<file path="config.mk">
export PLATFORM = sky130hd
export DESIGN_NAME = exc_seq_top
export DESIGN_NICKNAME = d
export VERILOG_FILES = /design/src/rtl/exc_seq_pkg.sv /design/src/rtl/exc_target_calc.sv /design/src/rtl/exc_sysregs.sv /design/src/rtl/exc_seq_fsm.sv /design/src/rtl/exc_seq_top.sv
export SDC_FILE = /design/constraint.sdc
export NUM_CORES = 1
export LEC_CHECK = 0
export ABC_CLOCK_PERIOD_IN_PS = 2900
export BUFFER_PORTS_ARGS = -buffer_cell sky130_fd_sc_hd__buf_4
export CAP_MARGIN = 20
export CORE_MARGIN = 3
export CORE_UTILIZATION = 26
export CTS_BUF_LIST = sky130_fd_sc_hd__clkbuf_4 sky130_fd_sc_hd__clkbuf_8 sky130_fd_sc_hd__clkbuf_16
export CTS_CLUSTER_SIZE = 10
export DETAILED_ROUTE_END_ITERATION = 10
export GPL_TIMING_DRIVEN = 0
export SYNTH_ARGS = -nofsm -noshare
export SYNTH_HDL_FRONTEND = slang
export SYNTH_SLANG_ARGS = --single-unit
</file>
<file path="constraint.sdc">
create_clock -name clk -period 2.9 [get_ports clk]
set_input_delay 0.29 -clock clk [delete_from_list [all_inputs] [get_ports clk]]
set_output_delay 0.29 -clock clk [all_outputs]
set_load 0.05 [all_outputs]
</file>
<file path="src/rtl/exc_seq_pkg.sv">
package exc_seq_pkg;

    localparam int VEC_W       = 4;
    localparam int SR_DSX_BIT  = 13;
    localparam int SR_FO_BIT   = 15;

    localparam logic [VEC_W-1:0] V_RESET   = 4'h1;
    localparam logic [VEC_W-1:0] V_BUSERR  = 4'h2;
    localparam logic [VEC_W-1:0] V_ALIGN   = 4'h6;
    localparam logic [VEC_W-1:0] V_ILLEGAL = 4'h7;
    localparam logic [VEC_W-1:0] V_RANGE   = 4'hB;
    localparam logic [VEC_W-1:0] V_SYSCALL = 4'hC;
    localparam logic [VEC_W-1:0] V_FPE     = 4'hD;
    localparam logic [VEC_W-1:0] V_TRAP    = 4'hE;

    typedef enum logic [2:0] {
        ST_IDLE,
        ST_ENTRY,
        ST_RETURN,
        ST_HALT,
        ST_FAULT
    } seq_state_e;

    typedef enum logic [1:0] {
        K_BAD,
        K_HANDLER,
        K_TRAP
    } vec_kind_e;

    typedef enum logic [1:0] {
        PC_KEEP,
        PC_NEXT,
        PC_SAME
    } pc_rule_e;

    function automatic vec_kind_e vec_kind(input logic [VEC_W-1:0] v);
        vec_kind_e k;
        case (v)
            V_RESET, V_BUSERR, V_ALIGN, V_ILLEGAL,
            V_RANGE, V_SYSCALL, V_FPE: k = K_HANDLER;
            V_TRAP:                    k = K_TRAP;
            default:                   k = K_BAD;
        endcase
        return k;
    endfunction

    function automatic pc_rule_e pc_rule(input logic [VEC_W-1:0] v);
        pc_rule_e r;
        case (v)
            V_SYSCALL, V_FPE:                       r = PC_NEXT;
            V_BUSERR, V_ALIGN, V_ILLEGAL, V_RANGE:  r = PC_SAME;
            default:                                r = PC_KEEP;
        endcase
        return r;
    endfunction

endpackage

</file>
<file path="src/rtl/exc_target_calc.sv">
module exc_target_calc
    import exc_seq_pkg::*;
#(
    parameter int              XLEN      = 32,
    parameter logic [XLEN-1:0] HI_BASE   = 32'hF000_0000,
    parameter int              VEC_SHIFT = 8
) (
    input  logic [VEC_W-1:0] vec_i,
    input  logic [XLEN-1:0]  pc_i,
    input  logic             dslot_i,
    input  logic             prefix_i,
    output logic [XLEN-1:0]  handler_o,
    output logic [XLEN-1:0]  saved_pc_o,
    output logic             save_epcr_o,
    output logic             set_eear_o
);

    localparam logic [XLEN-1:0] INSN_BYTES = XLEN'(4);

    logic [XLEN-1:0] base;
    logic [XLEN-1:0] offset;
    pc_rule_e        rule;

    assign base      = prefix_i ? HI_BASE : '0;
    assign offset    = XLEN'(vec_i) << VEC_SHIFT;
    assign handler_o = base + offset;
    assign rule      = pc_rule(vec_i);
    assign set_eear_o = (vec_i == V_ILLEGAL);

    always_comb begin
        saved_pc_o  = pc_i;
        save_epcr_o = 1'b0;
        unique case (rule)
            PC_NEXT: begin
                save_epcr_o = 1'b1;
                saved_pc_o  = dslot_i ? pc_i : pc_i + INSN_BYTES;
            end
            PC_SAME: begin
                save_epcr_o = 1'b1;
                saved_pc_o  = dslot_i ? pc_i - INSN_BYTES : pc_i;
            end
            PC_KEEP: begin
                save_epcr_o = 1'b0;
                saved_pc_o  = pc_i;
            end
            default: begin
                save_epcr_o = 1'b0;
                saved_pc_o  = pc_i;
            end
        endcase
    end

endmodule

</file>
<file path="src/rtl/exc_sysregs.sv">
module exc_sysregs
    import exc_seq_pkg::*;
#(
    parameter int              XLEN     = 32,
    parameter logic [XLEN-1:0] SR_RESET = 32'h0000_8001
) (
    input  logic            clk,
    input  logic            rst_n,
    input  logic            entry_we_i,
    input  logic            ret_we_i,
    input  logic            sr_wr_en_i,
    input  logic [XLEN-1:0] sr_wr_data_i,
    input  logic            dslot_i,
    input  logic            save_epcr_i,
    input  logic [XLEN-1:0] saved_pc_i,
    input  logic            set_eear_i,
    input  logic [XLEN-1:0] fault_pc_i,
    output logic [XLEN-1:0] sr_o,
    output logic [XLEN-1:0] esr_o,
    output logic [XLEN-1:0] epcr_o,
    output logic [XLEN-1:0] eear_o
);

    logic [XLEN-1:0] sr_q, esr_q, epcr_q, eear_q;
    logic [XLEN-1:0] sr_entry, sr_return;

    always_comb begin
        sr_entry             = sr_q;
        sr_entry[SR_DSX_BIT] = dslot_i;
        sr_return            = esr_q;
        sr_return[SR_FO_BIT] = 1'b1;
    end

    always_ff @(posedge clk) begin
        if (!rst_n) begin
            sr_q   <= SR_RESET;
            esr_q  <= '0;
            epcr_q <= '0;
            eear_q <= '0;
        end else if (entry_we_i) begin
            sr_q  <= sr_entry;
            esr_q <= sr_q;
            if (save_epcr_i) epcr_q <= saved_pc_i;
            if (set_eear_i)  eear_q <= fault_pc_i;
        end else if (ret_we_i) begin
            sr_q <= sr_return;
        end else if (sr_wr_en_i) begin
            sr_q <= sr_wr_data_i;
        end
    end

    assign sr_o   = sr_q;
    assign esr_o  = esr_q;
    assign epcr_o = epcr_q;
    assign eear_o = eear_q;

    p_esr_copy_r6: assert property (@(posedge clk) disable iff (!rst_n)
        entry_we_i |=> esr_q == $past(sr_q))
        else $error("saved status did not take previous status");

    p_dsx_track_r6: assert property (@(posedge clk) disable iff (!rst_n)
        entry_we_i |=> sr_q[SR_DSX_BIT] == $past(dslot_i))
        else $error("delay-slot bit not updated on entry");

    p_fo_forced_r8: assert property (@(posedge clk) disable iff (!rst_n)
        ret_we_i |=> sr_q[SR_FO_BIT])
        else $error("fixed-one bit clear after return");

    p_entry_ret_excl_r12: assert property (@(posedge clk) disable iff (!rst_n)
        !(entry_we_i && ret_we_i))
        else $error("entry and return together");

endmodule

</file>
<file path="src/rtl/exc_seq_fsm.sv">
module exc_seq_fsm
    import exc_seq_pkg::*;
#(
    parameter int XLEN = 32
) (
    input  logic             clk,
    input  logic             rst_n,
    input  logic             exc_req_i,
    input  logic [VEC_W-1:0] exc_vec_i,
    input  logic [XLEN-1:0]  exc_pc_i,
    input  logic             exc_dslot_i,
    input  logic             exc_prefix_i,
    input  logic             rfe_req_i,
    output logic             ready_o,
    output logic             in_entry_o,
    output logic             in_return_o,
    output logic             halt_o,
    output logic             err_o,
    output logic [VEC_W-1:0] cap_vec_o,
    output logic [XLEN-1:0]  cap_pc_o,
    output logic             cap_dslot_o,
    output logic             cap_prefix_o
);

    seq_state_e state_q, state_d;
    logic       accept;

    assign accept = (state_q == ST_IDLE) && exc_req_i;

    always_comb begin
        state_d = ST_IDLE;
        unique case (state_q)
            ST_IDLE: begin
                if (exc_req_i) begin
                    unique case (vec_kind(exc_vec_i))
                        K_HANDLER: state_d = ST_ENTRY;
                        K_TRAP:    state_d = ST_HALT;
                        K_BAD:     state_d = ST_FAULT;
                        default:   state_d = ST_FAULT;
                    endcase
                end else if (rfe_req_i) begin
                    state_d = ST_RETURN;
                end else begin
                    state_d = ST_IDLE;
                end
            end
            ST_ENTRY, ST_RETURN, ST_HALT, ST_FAULT: state_d = ST_IDLE;
            default: state_d = ST_IDLE;
        endcase
    end

    always_ff @(posedge clk) begin
        if (!rst_n) state_q <= ST_IDLE;
        else        state_q <= state_d;
    end

    always_ff @(posedge clk) begin
        if (!rst_n) begin
            cap_vec_o    <= '0;
            cap_pc_o     <= '0;
            cap_dslot_o  <= 1'b0;
            cap_prefix_o <= 1'b0;
        end else if (accept) begin
            cap_vec_o    <= exc_vec_i;
            cap_pc_o     <= exc_pc_i;
            cap_dslot_o  <= exc_dslot_i;
            cap_prefix_o <= exc_prefix_i;
        end
    end

    always_comb begin
        ready_o     = 1'b0;
        in_entry_o  = 1'b0;
        in_return_o = 1'b0;
        halt_o      = 1'b0;
        err_o       = 1'b0;
        unique case (state_q)
            ST_IDLE:   ready_o     = 1'b1;
            ST_ENTRY:  in_entry_o  = 1'b1;
            ST_RETURN: in_return_o = 1'b1;
            ST_HALT:   halt_o      = 1'b1;
            ST_FAULT:  err_o       = 1'b1;
            default:   ready_o     = 1'b0;
        endcase
    end

    p_one_cycle_busy_r2: assert property (@(posedge clk) disable iff (!rst_n)
        !ready_o |=> ready_o)
        else $error("busy state lasted more than one cycle");

    p_busy_capture_r12: assert property (@(posedge clk) disable iff (!rst_n)
        !ready_o |=> (cap_pc_o == $past(cap_pc_o)) && (cap_vec_o == $past(cap_vec_o)))
        else $error("request captured while busy");

    p_pulse_excl_r11: assert property (@(posedge clk) disable iff (!rst_n)
        $onehot0({in_entry_o, in_return_o, halt_o, err_o}))
        else $error("more than one action pulse");

endmodule

</file>
<file path="src/rtl/exc_seq_top.sv">
module exc_seq_top
    import exc_seq_pkg::*;
#(
    parameter int              XLEN      = 32,
    parameter logic [XLEN-1:0] HI_BASE   = 32'hF000_0000,
    parameter int              VEC_SHIFT = 8,
    parameter logic [XLEN-1:0] SR_RESET  = 32'h0000_8001
) (
    input  logic             clk,
    input  logic             rst_n,
    input  logic             exc_req_i,
    input  logic [3:0]       exc_vec_i,
    input  logic [XLEN-1:0]  exc_pc_i,
    input  logic             exc_dslot_i,
    input  logic             exc_prefix_i,
    input  logic             rfe_req_i,
    input  logic             sr_wr_en_i,
    input  logic [XLEN-1:0]  sr_wr_data_i,
    output logic             ready_o,
    output logic             redirect_valid_o,
    output logic [XLEN-1:0]  redirect_pc_o,
    output logic             clr_next_dslot_o,
    output logic             dbg_halt_o,
    output logic [XLEN-1:0]  dbg_halt_pc_o,
    output logic             vec_err_o,
    output logic [XLEN-1:0]  sr_o,
    output logic [XLEN-1:0]  esr_o,
    output logic [XLEN-1:0]  epcr_o,
    output logic [XLEN-1:0]  eear_o
);

    logic             in_entry, in_return;
    logic [VEC_W-1:0] cap_vec;
    logic [XLEN-1:0]  cap_pc;
    logic             cap_dslot, cap_prefix;
    logic [XLEN-1:0]  handler_pc, saved_pc;
    logic             save_epcr, set_eear;

    exc_seq_fsm #(.XLEN(XLEN)) u_fsm (
        .clk          (clk),
        .rst_n        (rst_n),
        .exc_req_i    (exc_req_i),
        .exc_vec_i    (exc_vec_i),
        .exc_pc_i     (exc_pc_i),
        .exc_dslot_i  (exc_dslot_i),
        .exc_prefix_i (exc_prefix_i),
        .rfe_req_i    (rfe_req_i),
        .ready_o      (ready_o),
        .in_entry_o   (in_entry),
        .in_return_o  (in_return),
        .halt_o       (dbg_halt_o),
        .err_o        (vec_err_o),
        .cap_vec_o    (cap_vec),
        .cap_pc_o     (cap_pc),
        .cap_dslot_o  (cap_dslot),
        .cap_prefix_o (cap_prefix)
    );

    exc_target_calc #(
        .XLEN(XLEN), .HI_BASE(HI_BASE), .VEC_SHIFT(VEC_SHIFT)
    ) u_calc (
        .vec_i       (cap_vec),
        .pc_i        (cap_pc),
        .dslot_i     (cap_dslot),
        .prefix_i    (cap_prefix),
        .handler_o   (handler_pc),
        .saved_pc_o  (saved_pc),
        .save_epcr_o (save_epcr),
        .set_eear_o  (set_eear)
    );

    exc_sysregs #(.XLEN(XLEN), .SR_RESET(SR_RESET)) u_regs (
        .clk          (clk),
        .rst_n        (rst_n),
        .entry_we_i   (in_entry),
        .ret_we_i     (in_return),
        .sr_wr_en_i   (sr_wr_en_i),
        .sr_wr_data_i (sr_wr_data_i),
        .dslot_i      (cap_dslot),
        .save_epcr_i  (save_epcr),
        .saved_pc_i   (saved_pc),
        .set_eear_i   (set_eear),
        .fault_pc_i   (cap_pc),
        .sr_o         (sr_o),
        .esr_o        (esr_o),
        .epcr_o       (epcr_o),
        .eear_o       (eear_o)
    );

    assign redirect_valid_o = in_entry | in_return;
    assign redirect_pc_o    = in_return ? epcr_o : handler_pc;
    assign clr_next_dslot_o = in_entry | in_return;
    assign dbg_halt_pc_o    = cap_pc;

    p_trap_keeps_regs_r7: assert property (@(posedge clk) disable iff (!rst_n)
        dbg_halt_o |=> $stable(epcr_o) && $stable(esr_o) && $stable(eear_o))
        else $error("trap changed exception registers");

    p_bad_keeps_regs_r11: assert property (@(posedge clk) disable iff (!rst_n)
        vec_err_o |=> $stable(epcr_o) && $stable(esr_o) && $stable(eear_o))
        else $error("unknown vector changed exception registers");

    p_handler_align_r2: assert property (@(posedge clk) disable iff (!rst_n)
        in_entry |-> redirect_pc_o[VEC_SHIFT-1:0] == '0)
        else $error("handler target not vector aligned");

    p_redirect_followed_idle_r9: assert property (@(posedge clk) disable iff (!rst_n)
        clr_next_dslot_o |=> !clr_next_dslot_o && ready_o)
        else $error("delay-slot clear held longer than one cycle");

endmodule

</file>
==> impl_metrics.tcl, run 1 <==
set metrics [dict create \
    outcome "finished, final reports clean" \
    syn_inst 1071 \
    numCtsBuffers 17 \
    setup-tns-final_ps 0 \
    power.total_mw 6.24 \
    rsz0062_at_grt "false" \
    post_cts_buffers 0 \
    dpl.hpwl_um 27000 \
    synth_top_area_share_pct 38.8 \
    drive_gt1_share_pct 24.9 \
    areaGrowthSynthToFinish_pct 36.4 \
    min_from "exc_pc_i[22]" \
    via_per_inst 5.01 \
    hold_depth 3 \
    pwr-share-comb_pct 22.2 \
    core_um2 32800 \
    r2r_end "u_regs.epcr_o[18]" \
    gp_congestion 0.881 \
    finalCritPeriodShare_pct 95.9 \
    syn_nets 1153 \
    cap_violations 0 \
    cts_tree "built" \
    internal_power_mw 4.10 \
    max-vdd-ir-drop_v 0.000409 \
    finalWorstSetupSlack_ps 120 \
    die_w_um 189 \
    nNetsFinal 1442 \
    initial_core_util_pct 26.6 \
    cpMostUsedCell "clkbuf_1" \
    pre_cts_slack_ps -189 \
    p_leak_nw 4.95 \
    ys_seq_area_share_pct 38.8 \
    drt_iter0_drc 664 \
    slew-limit-headroom_pct 32.9 \
    clk_pin_slew_ps 80 \
    vias 9093 \
    synth_top_cells_by_count "274 x nand2_1, 169 x dfxtp_1, 83 x clkbuf_1, 54 x a21boi_1, 50 x a21boi_0" \
    whs_ps 85.0 \
    cts_buffer_depth 2 \
    hp-class "input port to register" \
    grt_max_degree 17 \
    regToRegSetupSlack_ps 120 \
    crit_fanout 8 \
    worstReg2RegStart "u_fsm.cap_pc_o[2]" \
    synthDistinctLibCells 74 \
    synth_seq_cells 169 \
    worstSetupPathType "register to register" \
    synthFlopType "dfxtp_1" \
    netlist_area_um2 8720 \
    tightestPinTransition_ps 1010 \
    die_area_um2 35800 \
    synthArstFlopShare_pct 0 \
    final-max-slew-violation-count 0 \
    worstPathRequired_ps 3270 \
    p_seq_share_pct 40.5 \
    yosysTopAreaCell "dfxtp_1" \
    io_pins 272 \
    clock_latency_ps 450 \
    grt_pass1_vias 8802 \
    overflow 0 \
    hold_viol 0 \
    fmax_mhz 360 \
    holdPathEnd "u_fsm.cap_pc_o[22]" \
    synthTopCellsByArea "dfxtp_1 39%, nand2_1 12%, a21boi_1 4.6%" \
    grt_pass1_wl_um 53000 \
    cts.sinks 169 \
    fin_worst_skew_ps 16.8 \
    powerDensity_nw_per_um2 524 \
    grt_antenna_before_repair 1 \
    cts-htree-levels 4 \
    wl_per_cell_um 19.5 \
    post-route-min-period_ps 2780 \
    critical-path-slowest-cell "clkbuf_1" \
    drc 0 \
    num_rows 66 \
    synth-edff-count 0 \
    ant_nets 0 \
    port_buffers 270 \
    drtPass1Iterations 5 \
    ys.warnings.count 0 \
    worstSetupStartpointType "register" \
    drt-total-wl_um 35500 \
    synth_area_per_cell_um2 8.15 \
    path_cells "clkbuf_1 > inv_1 > ha_1 > nor4bb_1 > clkbuf_1 > nand4b_1 > nor3_1 > mux2_1 > a31oi_1" \
    power_switching_mw 2.13 \
    switching_share_pct 34.2 \
    cts_hold_buf 0 \
    grtUsageTotal_pct 19.3 \
    die_h_um 189 \
    synthMostInstantiatedCell "nand2_1" \
    critPathMaxStageDelay_ps 400 \
    crit_arrival_ps 3150 \
    clkPwrFrac_pct 37.4 \
    ff2ff_path_depth 9 \
    worst_setup_path_end_kind "register" \
    setup-violations-final 0 \
    cts-root-buf "clkbuf_16" \
]
## routing by layer
| metal | GRT usage, % | share of wire, % | up-vias |
|---|---|---|---|
| met5 | 0 | 0 | - |
| met4 | 6.87 | 3.0 | 0 |
| met3 | 3.30 | 5.3 | 58 |
| met2 | 30.3 | 44 | 305 |
| met1 | 26.6 | 47 | 4379 |
| li1 | - | - | 4351 |
## registers in the layout, summed over array words and instances, names as in the netlist
name / count
u_fsm.cap_vec_o: 4
u_regs.epcr_o: 32
u_regs.esr_o: 32
u_fsm.cap_dslot_o: 1
u_regs.sr_o: 32
u_fsm.cap_prefix_o: 1
u_fsm.cap_pc_o: 32
u_regs.eear_o: 32
u_fsm.state_q: 3
## how the worst max path moves through the flow
stage,endpoint,startpoint,slack (ps)
floorplan,u_fsm.cap_pc_o[30],u_fsm.state_q[2],240
global placement,redirect_pc_o[14],u_fsm.state_q[1],-170
detailed placement,redirect_pc_o[14],u_fsm.state_q[1],-190
CTS,redirect_pc_o[14],u_fsm.state_q[1],10
global route,u_regs.epcr_o[16],u_fsm.cap_pc_o[2],4
finish,u_regs.epcr_o[18],u_fsm.cap_pc_o[2],120
## layout by cell type (no fill, tap or decap), types with 6 or more instances in the layout
master / count
a21boi_0: 50
a21boi_1: 54
a21oi_1: 10
a221oi_1: 7
a31oi_1: 20
and2_1: 28
and4_1: 6
buf_2: 11
buf_4: 277
clkbuf_1: 80
clkbuf_16: 17
dfxtp_1: 168
ha_1: 7
inv_1: 11
inv_6: 6
mux2_1: 8
mux2i_1: 33
nand2_1: 274
nand2b_1: 6
nand3_1: 13
nand4_1: 14
nor2_1: 17
nor2b_1: 7
nor3_1: 10
nor4_1: 24
o211a_1: 31
o21ai_0: 32
o21ai_1: 21
o31a_1: 12
or4_1: 6
xnor2_1: 8
## cell families (layout without fill, tap and decap cells)
group           count (synthesis)  in the layout  share of synthesized area, %
compound gates                272            272                          22.8
mux                            42             42                          5.08
simple gates                  447            447                          24.8
buf+inv                       121            423                          6.20
xor+xnor                       13             13                          1.31
other cells                     0              1                             0
fa+ha+maj                       7              7                          1.00
flops                         169            169                          38.8
## final cells by class
cell class / instances / area, um^2
Antenna cell: 1 / 2.50
Inverter: 12 / 45.0
Sequential cell: 169 / 3380
Tap cell: 442 / 553
Timing Repair Buffer: 270 / 2030
Clock buffer: 18 / 439
Buffer: 109 / 507
Clock inverter: 14 / 136
Fill cell: 3472 / 20900
Multi-Input combinational cell: 781 / 4800
## what timing repair did
action	4_1_cts	5_1_grt
cloned	0	0
gates resized for setup	5	5
endpoints found under the setup margin	32	39
## power groups by stage
stage                     Sequential (mW)  Clock [mW]  Combinational [mW]
after floorplan                      2.87           0               0.588
after CTS                            2.52        2.37                1.39
after global placement               2.57           0                1.38
after global routing                 2.54        2.45                1.48
after detailed placement             2.58           0                1.39
final                                2.52        2.33                1.38
## per-stage QoR
stage | instances | cell area, um^2 | util, %
global route | 1815 | 11900 | 36.3
detailed placement | 1783 | 11300 | 34.5
global placement | 1783 | 11300 | 34.5
floorplan | 1071 | 8720 | -
CTS | 1815 | 11900 | 36.3
finish | 1816 | 11900 | 36.3
## critical path: cells and delay by family (launching register included)
kind	cells	cell delay, ps
simple gates	3	860
buf+inv	3	760
mux	1	350
fa+ha+maj	1	230
compound gates	1	160
flops	1	340
Note: power is estimated with default switching activity, not from simulation.
==> inputs of run 2 (changes only) <==
--- a/config.mk
+++ b/config.mk
@@ -8,6 +8,7 @@
 export ABC_CLOCK_PERIOD_IN_PS = 2900
 export BUFFER_PORTS_ARGS = -buffer_cell sky130_fd_sc_hd__buf_4
 export CAP_MARGIN = 20
+export CORE_ASPECT_RATIO = 0.6
 export CORE_MARGIN = 3
 export CORE_UTILIZATION = 26
 export CTS_BUF_LIST = sky130_fd_sc_hd__clkbuf_4 sky130_fd_sc_hd__clkbuf_8 sky130_fd_sc_hd__clkbuf_16
==> run 2 against run 1 <==
  * First-iteration DRC count is 1.7% lower
  * Global-route usage is 0.40 points higher
  * Design area hardly changed
  * Sequential share of layout area hardly changed
  * Wire length is 0.98% higher
  * Combinational power hardly changed
  * Cell count is 0.50% higher
  * Setup slack worse by 15 ps
  * Count of clock-buffer cells in the layout is 1 higher
  * Die area is 0.20% higher
  * Largest power group unchanged
==> impl_metrics.tcl, run 2 (synthesis gave the netlist of run 1 again) <==
set metrics [dict create \
    crit_arrival_ps 3110 \
    hold_viol 0 \
    setup-tns-final_ps 0 \
    gp_congestion 0.943 \
    grt_max_degree 17 \
    cts-root-buf "clkbuf_16" \
    clock_latency_ps 450 \
    die_h_um 148 \
    fin_area_um2 11900 \
    worstSetupPathType "register to register" \
    power.total_mw 6.13 \
    postPlaceCellArea_um2 11300 \
    cap_violations 0 \
    tightestPinTransition_ps 884 \
    initial_core_util_pct 26.6 \
    worstSetupStartpointType "register" \
    worst_setup_path_end_kind "register" \
    ant_nets 0 \
    cts-htree-levels 4 \
    fillers 3412 \
    crit_fanout 9 \
    core_um2 32700 \
    drive_gt1_share_pct 25.3 \
    fin_worst_skew_ps 11.3 \
    numCtsBuffers 17 \
    worstPathRequired_ps 3220 \
    cts_hold_buf 0 \
    die_area_um2 35900 \
    grt_antenna_before_repair 2 \
    post-route-min-period_ps 2800 \
    hp-class "input port to register" \
    num_rows 51 \
    dpl.hpwl_um 27700 \
    finalCritPeriodShare_pct 96.4 \
    via_per_inst 5.00 \
    p_leak_nw 4.95 \
    fmax_mhz 358 \
    io_pins 272 \
    drc 0 \
    cts_buffer_depth 2 \
    regToRegSetupSlack_ps 100 \
    die_w_um 242 \
    outcome "finished, final reports clean" \
    grt_pass1_vias 8815 \
    grt_pass1_wl_um 54100 \
    drt_iter0_drc 653 \
    areaGrowthSynthToFinish_pct 36.5 \
    final-max-slew-violation-count 0 \
    max-vdd-ir-drop_v 0.000409 \
    grtUsageTotal_pct 19.7 \
    wl_per_cell_um 19.6 \
    clk_pin_slew_ps 70 \
    nNetsFinal 1443 \
    whs_ps 75.4 \
    cts_tree "built" \
    setup-violations-final 0 \
    rsz0062_at_grt "false" \
    drt-total-wl_um 35800 \
    cts.sinks 169 \
    layout_common_cells "278 x buf_4, 274 x nand2_1, 168 x dfxtp_1" \
    overflow 0 \
    vias 9119 \
    powerDensity_nw_per_um2 515 \
    drtPass1Iterations 8 \
    final_common_cell "buf_4" \
    port_buffers 270 \
    slew-limit-headroom_pct 41.1 \
]
-- run 2: cell count changes in the layout (fill, tap and decap cells not counted) --
| cell | change |
|---|---|
| nor3_1 | -1 |
| clkbuf_4 | +1 |
| clkinvlp_4 | +1 |
| buf_4 | +1 |
| clkinv_4 | -1 |
| bufinv_16 | -1 |
| inv_8 | +1 |
| nor3b_4 | +1 |
| clkbuf_2 | +3 |
| inv_6 | -1 |
| nor3_2 | +1 |
| clkbuf_1 | -3 |
| nor3b_2 | -1 |
-- run 2: power by group --
part / leakage (nW) / internal (mW) / switching [mW]
Clock: 0.263 / 1.15 / 1.06
Sequential: 1.38 / 2.42 / 0.111
Combinational: 3.31 / 0.457 / 0.937
-- run 2: stage by stage --
stage / setup WS (ps) / utilization [%] / std cells
finish: 105 / 36.4 / 1825
global route: 1.35 / 36.4 / 1824
CTS: 4.96 / 36.3 / 1823
detailed placement: -296 / 34.6 / 1791
global placement: -254 / 34.6 / 1791
floorplan: 236 / - / 1071
-- run 2: repair_timing --
| item | in CTS | in global routing |
|---|---|---|
| resized for setup | 7 | 10 |
| setup endpoints to repair | 33 | 47 |
| buffers inserted | 0 | 1 |
-- run 2: worst max-delay path, stage by stage, from the launching register on --
cell       delay, ps
dfxtp_1          400
clkbuf_1         430
inv_1             90
ha_1             280
nand4bb_1        120
clkbuf_1         490
nor4_1           120
xor2_1           170
a221oi_1         470
nor2_1           100
-- run 2: path summary, 6_finish.rpt --
path | endpoint | start | cells past startpoint
min | u_fsm.state_q[1] | rfe_req_i | 3
min reg2reg | u_regs.eear_o[1] | u_regs.eear_o[1] | 2
max reg2reg | u_regs.epcr_o[12] | u_fsm.cap_pc_o[2] | 9
max | u_regs.epcr_o[12] | u_fsm.cap_pc_o[2] | 9
-- run 2: routing by layer --
layer | share of wire [%] | vias to the layer above | track usage (%) | routed length, um
li1 | - | 4355 | - | -
met1 | 48 | 4369 | 27.6 | 17200
met2 | 43 | 345 | 30.3 | 15500
met3 | 6.2 | 50 | 4.24 | 2240
met4 | 2.3 | 0 | 5.76 | 833
met5 | 0 | - | 0 | 0
-- run 2: layout make-up --
cell class                 instances  area [um^2]  share of cell area, %
clock inverter                    13          108                  0.903
tap                              450          563                   4.73
buffer                           109          510                   4.29
sequential                       169         3380                   28.4
antenna                            1         2.50                 0.0210
clock buffer                      19          447                   3.75
inverter                          12         45.0                  0.378
multi-input combinational        781         4820                   40.4
timing repair buffer             271         2030                   17.1
